File: config.mk
export PLATFORM = sky130hd
export DESIGN_NAME = char_slot_timer
export DESIGN_NICKNAME = d
export VERILOG_FILES = /design/src/rtl/cst_pkg.sv /design/src/rtl/cst_bits_calc.sv /design/src/rtl/cst_cfg_regs.sv /design/src/rtl/cst_slot_timer.sv /design/src/rtl/char_slot_timer.sv
export SDC_FILE = /design/constraint.sdc
export NUM_CORES = 1
export LEC_CHECK = 0
export BUFFER_PORTS_ARGS = -buffer_cell sky130_fd_sc_hd__buf_2
export CORE_AREA = 4 4 138 140
export CTS_BUF_LIST = sky130_fd_sc_hd__clkbuf_2
export DETAILED_ROUTE_END_ITERATION = 6
export DIE_AREA = 0 0 142 144
export PLACE_DENSITY = 0.62
export SYNTH_ARGS = -nofsm -noshare
export SYNTH_HDL_FRONTEND = slang
export SYNTH_SLANG_ARGS = --single-unit
export TNS_END_PERCENT = 100
File: constraint.sdc
create_clock -name clk -period 21.5 [get_ports clk]
set_clock_uncertainty 0.05 [all_clocks]
set_input_delay 4.3 -clock clk [delete_from_list [all_inputs] [get_ports clk]]
set_output_delay 4.3 -clock clk [all_outputs]
set_load 0.02 [all_outputs]
File: src/rtl/cst_pkg.sv
package cst_pkg;

  // Line-control byte; field positions are decoded by neighbouring logic.
  typedef struct packed {
    logic [3:0] upper;     // not used by this block
    logic       par_en;    // bit 3
    logic       two_stop;  // bit 2
    logic [1:0] wlen;      // bits 1:0, data bits = 5 + wlen
  } line_ctl_t;

  localparam int HB_W = 5;  // half-bit count fits 15..24

  // Bits per character in half-bit units.
  function automatic logic [HB_W-1:0] half_bits_f(line_ctl_t lc);
    logic [HB_W-1:0] whole;
    logic [HB_W-1:0] stop_h;
    whole = HB_W'(1) + HB_W'(5) + HB_W'(lc.wlen) + HB_W'(lc.par_en);
    if (lc.two_stop)       stop_h = HB_W'(4);
    else if (lc.wlen == 0) stop_h = HB_W'(3);
    else                   stop_h = HB_W'(2);
    return (whole << 1) + stop_h;
  endfunction

endpackage

File: src/rtl/cst_bits_calc.sv
module cst_bits_calc
  import cst_pkg::*;
(
  input  line_ctl_t       lc,
  output logic [HB_W-1:0] half_bits
);
  always_comb begin
    half_bits = half_bits_f(lc);
    // 1 start + 5..8 data + 0..1 parity + 1..2 stop -> 15..24 half bits
    a_half_range_r2: assert (half_bits >= HB_W'(15) && half_bits <= HB_W'(24) || $isunknown(lc))
      else $error("half-bit count out of range");
  end
endmodule

File: src/rtl/cst_cfg_regs.sv
module cst_cfg_regs
  import cst_pkg::*;
#(
  parameter int DIV_W = 16,
  parameter int DUR_W = DIV_W + HB_W - 1
) (
  input  logic             clk,
  input  logic             rst_n,
  input  logic             div_lo_we,
  input  logic             div_hi_we,
  input  logic             line_ctl_we,
  input  logic [7:0]       wr_data,
  output logic [DUR_W-1:0] dur
);
  localparam int PROD_W = DIV_W + HB_W;

  logic [7:0]       div_lo_q, div_hi_q;
  line_ctl_t        lc_q;
  logic [7:0]       div_lo_nx, div_hi_nx;
  line_ctl_t        lc_nx;
  logic [HB_W-1:0]  half_bits;
  logic [PROD_W-1:0] prod;
  logic             refresh_evt;

  assign div_lo_nx   = div_lo_we ? wr_data : div_lo_q;
  assign div_hi_nx   = div_hi_we ? wr_data : div_hi_q;
  assign lc_nx       = line_ctl_we ? line_ctl_t'(wr_data) : lc_q;
  assign refresh_evt = div_lo_we | line_ctl_we;

  cst_bits_calc u_bits (.lc(lc_nx), .half_bits(half_bits));

  assign prod = PROD_W'(DIV_W'({div_hi_nx, div_lo_nx})) * PROD_W'(half_bits);

  always_ff @(posedge clk) begin
    if (!rst_n) begin
      div_lo_q <= '0;
      div_hi_q <= '0;
      lc_q     <= line_ctl_t'(8'h03);
      dur      <= '0;
    end else begin
      div_lo_q <= div_lo_nx;
      div_hi_q <= div_hi_nx;
      lc_q     <= lc_nx;
      if (refresh_evt) dur <= prod[PROD_W-1:1];
    end
  end

  // duration cleared by reset
  p_reset_dur_zero_r5: assert property (@(posedge clk) !rst_n |=> dur == '0);
  // without a refresh write the duration holds
  p_hold_without_refresh_r4: assert property (@(posedge clk) disable iff (!rst_n)
    !refresh_evt |=> $stable(dur));
  // a high-byte write alone never moves the duration
  p_hi_alone_no_refresh_r4: assert property (@(posedge clk) disable iff (!rst_n)
    (div_hi_we && !div_lo_we && !line_ctl_we) |=> $stable(dur));
endmodule

File: src/rtl/cst_slot_timer.sv
module cst_slot_timer #(
  parameter int DUR_W = 20
) (
  input  logic             clk,
  input  logic             rst_n,
  input  logic             tick_en,
  input  logic             start,
  input  logic [DUR_W-1:0] dur,
  output logic             done
);
  logic             active;
  logic [DUR_W-1:0] cnt;
  logic             limit_hit;
  logic             end_evt;

  assign limit_hit = cnt >= dur;
  assign end_evt   = !start && active && tick_en && limit_hit;

  always_ff @(posedge clk) begin
    if (!rst_n) begin
      active <= 1'b0;
      cnt    <= '0;
      done   <= 1'b0;
    end else begin
      done <= 1'b0;
      if (start) begin
        active <= 1'b1;
        cnt    <= '0;
      end else if (active && tick_en) begin
        if (limit_hit) begin
          active <= 1'b0;
          cnt    <= '0;
          done   <= 1'b1;
        end else begin
          cnt <= cnt + 1'b1;
        end
      end
    end
  end

  // done lasts one clock
  p_done_single_r6: assert property (@(posedge clk) disable iff (!rst_n)
    done |=> !done);
  // done only follows a tick
  p_done_after_tick_r6: assert property (@(posedge clk) disable iff (!rst_n)
    done |-> $past(tick_en));
  // the slot is idle once it has ended
  p_idle_after_done_r6: assert property (@(posedge clk) disable iff (!rst_n)
    done |-> !active);
  // a start always leaves the counter at zero and running
  p_start_rearms_r8: assert property (@(posedge clk) disable iff (!rst_n)
    start |=> (active && cnt == '0 && !done));
endmodule

File: src/rtl/char_slot_timer.sv
module char_slot_timer #(
  parameter int DIV_W     = 16,
  parameter int NUM_SLOTS = 2
) (
  input  logic                               clk,
  input  logic                               rst_n,
  input  logic                               div_lo_we,
  input  logic                               div_hi_we,
  input  logic                               line_ctl_we,
  input  logic [7:0]                         wr_data,
  input  logic                               tick_en,
  input  logic                               tx_start,
  input  logic                               rx_start,
  output logic [DIV_W+cst_pkg::HB_W-2:0]     char_ticks,
  output logic                               tx_done,
  output logic                               rx_done
);
  localparam int DUR_W = DIV_W + cst_pkg::HB_W - 1;

  logic [NUM_SLOTS-1:0] slot_start;
  logic [NUM_SLOTS-1:0] slot_done;

  assign slot_start = NUM_SLOTS'({rx_start, tx_start});
  assign tx_done    = slot_done[0];
  assign rx_done    = slot_done[1];

  cst_cfg_regs #(.DIV_W(DIV_W), .DUR_W(DUR_W)) u_cfg (
    .clk(clk), .rst_n(rst_n),
    .div_lo_we(div_lo_we), .div_hi_we(div_hi_we), .line_ctl_we(line_ctl_we),
    .wr_data(wr_data), .dur(char_ticks)
  );

  for (genvar s = 0; s < NUM_SLOTS; s++) begin : g_slot
    cst_slot_timer #(.DUR_W(DUR_W)) u_slot (
      .clk(clk), .rst_n(rst_n), .tick_en(tick_en),
      .start(slot_start[s]), .dur(char_ticks), .done(slot_done[s])
    );
  end

  // a start on one slot cannot end the other in the next cycle
  p_tx_start_no_rx_done_r9: assert property (@(posedge clk) disable iff (!rst_n)
    (tx_start && !rx_start && !rx_done && !tick_en) |=> !rx_done);
endmodule

==> results.md, run 1 <==
- Status: finished, final reports clean
- Worst hold start: u_cfg.dur[1]
- Post-synth EDFFs: 0
- CTS Sinks: 84
- Root Driver: clkbuf_2
- GRT overflow: 0
- Mapped cell area: 7000 µm²
- Post-route insts no fill: 1085
- Yosys warnings: 0
- CTS Buf Count: 9
- Overall power: 0.000623 W
- Max_cap viols: 0
- Post_cts resized: 0
- Synth Register Bits: between 80 and 90
- CTS H-tree depth: 3
- Synth Area per Inst: 8.46 µm²
- Routed via count: between 5000 and 6000
- Initial antenna violation count: 1
- Layout cells sized above 1: 9.24%
- Register area share after synthesis: 24.0%
- Overall global routing resource usage: ~17%
- Slew Viols, Final: 0
- Net Count, Synth: 961
- Util after Layout: between 40% and 50%
- Hold Path Class: reg2reg
- Die area: 20400 µm²
- Combinational share of power: 57.5%
- Synth Instances: 827
- Worst skew pair latency: 0.61 ns
- Vias per inst: 5.15
- Clock power share: 12.3%
- Global-route wire length before repair: ~28 mm
- Final setup margin: 11.60 ns
- IO buf count: 37
- Cell count of the worst reg-to-reg path: 20
- Chip height: 144 µm
- Worst Path Required: 21.96 ns
- Pwr per Cell Area: 83.5 nW/µm²
- Hold depth: 2
- CP max FO: 16
- DP HPWL: ~12 mm
- Vias in the first global route: 5671
- Hold Path Sink: u_cfg.dur[1]
- Worst-Margin Slew: 1.25 ns
- Final Hold Vio Count: 0
- Final net count: 984
- DIE WIDTH: 142 µm
- Drt total wl: about 16 mm
- Pre-antenna DRT Iters: 4
- Peak VDD IR: 0.0000494 V
- Internal Power: 0.000322 W
- Tmin final: 9.90 ns
- Sw frac: 48.4%
- Largest net degree at the start of global routing: 62
- Residual DRC count: 0
- Lkg Pwr: 3.41 nW
- Max_slew headroom: between 10% and 20%
- Worst endpoint data arrival time: between 10 and 15 ns
- Predominant post-synthesis flop cell: dfxtp_1
- Max Fclk: 101 MHz
- CTS tree: done
- Async S/R FF share, synth: 0%
- RSZ-0062 raised after global routing: false
- Initial Util: 39.2%
- Crit end category: flip-flop
- 1st-iter DRT viols: approximately 340
- Core box area: around 18000 µm²
- I/O pin count: 38
- Net Switching: 0.000301 W
- Fin Setup TNS: 0 ns
- # rows: around 50
- Setup bufs post-CTS: 0
- Distinct cells, synth: 66
- Placer Congestion: about 0.83
- Reg-to-reg endpoint: u_cfg.dur[15]
- Worst setup SP type: input port
- Reg2reg setup slack: 15.22 ns
- Synthesis-to-layout area growth: 6.56%
- Critical Path Source: line_ctl_we
- Dpl ws: ~11 ns
- Setup CP Type: in2reg
- Reg-to-Reg Start: u_cfg.lc_q[0]
- Remaining antenna violation count: 0
- Clock Path Buffers: 2
- Dpl cells: 1068
- Final setup viols: 0
- Wire per inst: 14.7 µm
- Clock transition at the registers of the reported paths: roughly 0.24 ns
- Flop pwr share: 30.1%
- # hold bufs at CTS: 0
- Crit share post-route: 46.1%
## stage by stage
step / cell area (µm²) / hold slack, ns
2_1_floorplan: 7000 / 0.402
3_3_place_gp: 7370 / 0.422
4_1_cts: 7460 / 0.466
6_report: 7460 / 0.453
3_5_place_dp: 7370 / 0.428
5_1_grt: 7460 / 0.485
## power groups by stage
stage	Combinational [W]	Clock (W)	Sequential, W
2_1_floorplan	0.000264	0	0.000200
3_3_place_gp	0.000352	0	0.000192
3_5_place_dp	0.000358	0	0.000191
4_1_cts	0.000362	0.0000791	0.000188
5_1_grt	0.000415	0.0000854	0.000190
6_report	0.000358	0.0000769	0.000188
## worst max-delay path, stage by stage
cell	delay, ns
buf_2	0.16
mux2i_1	0.27
inv_1	0.07
ha_1	0.20
inv_1	0.06
ha_1	0.25
fa_1	0.44
xor2_1	0.97
nor2_1	0.20
fa_1	0.54
fa_1	0.54
inv_1	0.05
fa_1	0.53
inv_1	0.04
ha_1	0.34
a21o_1	0.21
a221oi_2	0.50
a21oi_4	0.13
a21oi_1	0.23
nor4b_1	0.08
a211o_1	0.26
## synthesized netlist by cell type (7+ instances only)
| cell | number | area, µm² |
|---|---|---|
| a21o_1 | 12 | 90.1 |
| a21oi_1 | 32 | 160 |
| and2_1 | 7 | 43.8 |
| and3_1 | 8 | 50.1 |
| and4_1 | 7 | 61.3 |
| clkbuf_1 | 19 | 71.3 |
| dfxtp_1 | 84 | 1680 |
| fa_1 | 43 | 861 |
| ha_1 | 75 | 938 |
| inv_1 | 91 | 342 |
| mux2i_1 | 21 | 210 |
| nand2_1 | 64 | 240 |
| nand2b_1 | 16 | 100 |
| nand3_1 | 29 | 145 |
| nand4_1 | 20 | 125 |
| nor2_1 | 85 | 319 |
| nor2b_1 | 38 | 238 |
| nor3_1 | 25 | 125 |
| o21ai_0 | 25 | 125 |
| or2_2 | 7 | 43.8 |
| xnor2_1 | 21 | 184 |
| xor2_1 | 24 | 210 |
## cells by family (layout without fill, tap and decap cells)
| kind of cell | after synthesis | count (layout) | synth area share, % |
|---|---|---|---|
| adders and majority gates | 118 | 118 | 25.7 |
| muxes | 22 | 22 | 3.16 |
| and+or+nand+nor | 333 | 333 | 24.5 |
| AOI/OAI and AO/OA | 107 | 107 | 10.3 |
| xor gates and xnor gates | 45 | 45 | 5.63 |
| buffers and inverters | 118 | 146 | 6.61 |
| DFF | 84 | 84 | 24.0 |
| other | 0 | 1 | 0 |
## metal layers
metal,up-vias,GRT usage [%],part of all wire [%]
li1,2833,-,-
met1,2672,22.9,51
met2,65,26.9,44
met3,17,2.51,2.9
met4,0,5.00,1.4
met5,-,0,0
## area by class of cell
cell class | count | area [µm²]
diodes | 1 | 2.50
inverters | 91 | 342
clock inverters | 6 | 38.8
well taps | 229 | 287
flip-flops and latches | 84 | 1680
repair buffers | 39 | 200
multi-input cells | 625 | 4860
fillers | 1839 | 10400
clock buffers | 10 | 50.0
## placed cells by master (no fill, tap or decap), drive strengths merged, types with 24 or more instances in the layout
cell and n:
a21oi 35, buf 39, dfxtp 84, fa 43
ha 75, inv 92, nand2 64, nand3 29
nor2 87, nor2b 38, nor3 27, o21ai 28
xor2 24
## how the worst max path moves through the flow
| stage | end | slack, ns | depth (start not counted) |
|---|---|---|---|
| 5_1_grt | u_cfg.dur[14] | 11.27 | 20 |
| 3_3_place_gp | u_cfg.dur[15] | 11.16 | 20 |
| 6_report | u_cfg.dur[15] | 11.60 | 21 |
| 4_1_cts | u_cfg.dur[15] | 11.63 | 21 |
| 2_1_floorplan | u_cfg.dur[15] | 11.60 | 22 |
| 3_5_place_dp | u_cfg.dur[15] | 11.01 | 21 |
## registers in the layout, summed over array words and instances, names as in the netlist
signal and cells:
g_slot.u_slot.cnt 40, u_cfg.dur 20, u_cfg.div_hi_q 8, u_cfg.div_lo_q 8
u_cfg.lc_q 4, g_slot.u_slot.active 2, g_slot.u_slot.done 2
(Power assumes the default switching activity.)
==> run 2, diff against run 1 <==
Clock period 21.5 ns to 9.2 ns, I/O delays scaled along.
==> run 2 against run 1 <==
Against the previous run: critical path depth decreased by 2; die area unchanged; via count increased by 0.52%; routed wire length decreased by 3.3%; cell count about the same; combinational power increased by 130%; sequential power increased by 130%; final area increased by 0.10%.
==> results.md, run 2 (same netlist as run 1, synthesis figures left out) <==
- CTS tree: done
- Initial antenna violation count: 1 (unchanged)
- Commonest non-fill, non-tap cells in the layout: inv_1 (91), nor2_1 (84), dfxtp_1 (84), ha_1 (75), nand2_1 (64)
- Layout cells sized above 1: 9.23% (-0.011 points)
- Pre-antenna DRT Iters: 5 (+1)
- RSZ-0062 raised after global routing: false
- Chip height: 144 µm (unchanged)
- Worst skew pair latency: 0.61 ns (about the same)
- Status: finished, final reports clean
- # rows: 49 (unchanged)
- DIE WIDTH: 142 µm (unchanged)
- Drt total wl: 15.4 mm (-3.3%)
- Die area: 20400 µm² (unchanged)
- Remaining antenna violation count: 0 (unchanged)
- Routed via count: 5616 (+0.52%)
- CTS Sinks: 84 (unchanged)
- Max Fclk: 147 MHz
- Clock Path Buffers: 2 (unchanged)
- WL met3: 499 µm (+6.9%)
- Final setup viols: 0 (unchanged)
- Core box area: 17800 µm² (unchanged)
- Max_cap viols: 0 (unchanged)
- Flip-flop count of the largest register after layout: 40 (unchanged)
- Final Hold Vio Count: 0 (unchanged)
- Wire per inst: 14.2 µm (-3.4%)
- Global-route wire length before repair: 27.1 mm (-2.2%)
- Crit share post-route: 74.1%
- Largest net degree at the start of global routing: 62 (unchanged)
- Reg-to-Reg Start: u_cfg.lc_q[0]
- DP HPWL: 12.0 mm (-1.8%)
- Worst-Margin Slew: 1.13 ns (-0.122 ns)
- Synthesis-to-layout area growth: 6.67%
- Worst endpoint data arrival time: 7.33 ns (-3.04 ns)
- Vias in the first global route: 5547 (-2.2%)
- 1st-iter DRT viols: 346 (+1.2%)
- Lkg Pwr: 3.42 nW (+0.19%)
- Residual DRC count: 0 (unchanged)
- Biggest register: g_slot.u_slot.cnt
- Post_cts resized: 0 (unchanged)
- Vias per inst: 5.17 (+0.43%)
- Metal-1 WL: 7.94 mm (-2.7%)
- Peak VDD IR: 0.000134 V (+170%)
- Placer Congestion: 0.825 (-0.23%)
- Setup CP Type: in2reg
- CTS H-tree depth: 3 (unchanged)
- Worst Path Required: 9.71 ns (-12.25 ns)
- Pwr per Cell Area: 193 nW/µm² (+130%)
- GRT overflow: 0 (unchanged)
- Max layer used: met4
- Crit end category: flip-flop
- I/O pin count: 38 (unchanged)
- IO buf count: 37 (unchanged)
- Overall global routing resource usage: 16.1% (-0.46 points)
- Hold Path Class: reg2reg
- Final net count: 985 (+0.10%)
- Worst hold start: u_cfg.dur[2]
- Max_slew headroom: 24.8% (+8.4 points)
- Worst setup SP type: input port
- Initial Util: 39.2% (unchanged)
- CP max FO: 16 (unchanged)
- CTS Buf Count: 9 (unchanged)
- Root Driver: clkbuf_2
- Util after Layout: 41.8% (+0.042 points)
- Critical Path Source: line_ctl_we
- Met2 WL: 6.76 mm (-4.2%)
- # hold bufs at CTS: 0 (unchanged)
- Most common cell after layout, fill and taps aside: inv_1
- Fin Setup TNS: 0 ns (unchanged)
- Slew Viols, Final: 0 (unchanged)
- Setup bufs post-CTS: 0 (unchanged)
- Largest registers: g_slot.u_slot.cnt: 40 flops, u_cfg.dur: 20 flops
- Tmin final: 6.82 ns
- Clock transition at the registers of the reported paths: 0.25 ns (about the same)
-- run 2: cell types whose count changed in the layout (fill, tap and decap cells not counted) --
| cell | change |
|---|---|
| buf_4 | +1 |
| clkinv_1 | +1 |
| clkinv_2 | -1 |
| clkinv_4 | +1 |
| clkinvlp_4 | -1 |
-- run 2: routing by layer --
| metal | global-route usage (%) | vias to the layer above |
|---|---|---|
| li1 | - | 2828 |
| met1 | 23.1 | 2709 |
| met2 | 25.5 | 67 |
| met3 | 2.51 | 12 |
| met4 | 4.29 | 0 |
| met5 | 0 | - |
-- run 2: cell type report --
cell class / instances / area (µm²)
fill: 1819 / 10400
multi-input combinational: 625 / 4860
sequential: 84 / 1680
inverter: 91 / 342
tap: 229 / 287
timing repair buffer: 40 / 208
clock buffer: 10 / 50.0
clock inverter: 6 / 38.8
antenna: 1 / 2.50
-- run 2: critical path: stages --
cell and delay [ns]:
buf_2 0.16, mux2i_1 0.29, inv_1 0.08, ha_1 0.20
inv_1 0.05, ha_1 0.25, fa_1 0.95, nor2_1 0.14
fa_1 0.49, fa_1 0.54, inv_1 0.05, fa_1 0.52
inv_1 0.04, ha_1 0.35, nand4_1 0.23, a211oi_2 0.44
o21ai_1 0.14, or4b_1 0.49, nand3_1 0.09
-- run 2: metrics by stage --
stage               hold slack [ns]  total power [W]  std cells  cell area [µm²]  setup slack [ns]
floorplan                     0.402          0.00108        827             7000              1.76
global placement              0.422          0.00127       1069             7370              1.80
detailed placement            0.432          0.00127       1069             7370              1.74
CTS                           0.468          0.00146       1085             7460              2.47
global route                  0.481          0.00161       1086             7470              2.06
finish                        0.458          0.00144       1086             7470              2.38
-- run 2: where the power goes --
part | internal, W | switching, W
combinational | 0.000310 | 0.000512
sequential | 0.000402 | 0.0000365
clock | 0.0000366 | 0.000144
total | 0.000749 | 0.000692
-- run 2: path summary, 6_finish.rpt --
| path | to | slack [ns] | cells past startpoint |
|---|---|---|---|
| worst max-delay path | u_cfg.dur[14] | 2.38 | 19 |
| worst min-delay path | u_cfg.dur[2] | 0.46 | 2 |
| worst max register to register | u_cfg.dur[14] | 3.58 | 18 |
| worst min register to register | u_cfg.dur[2] | 0.46 | 2 |
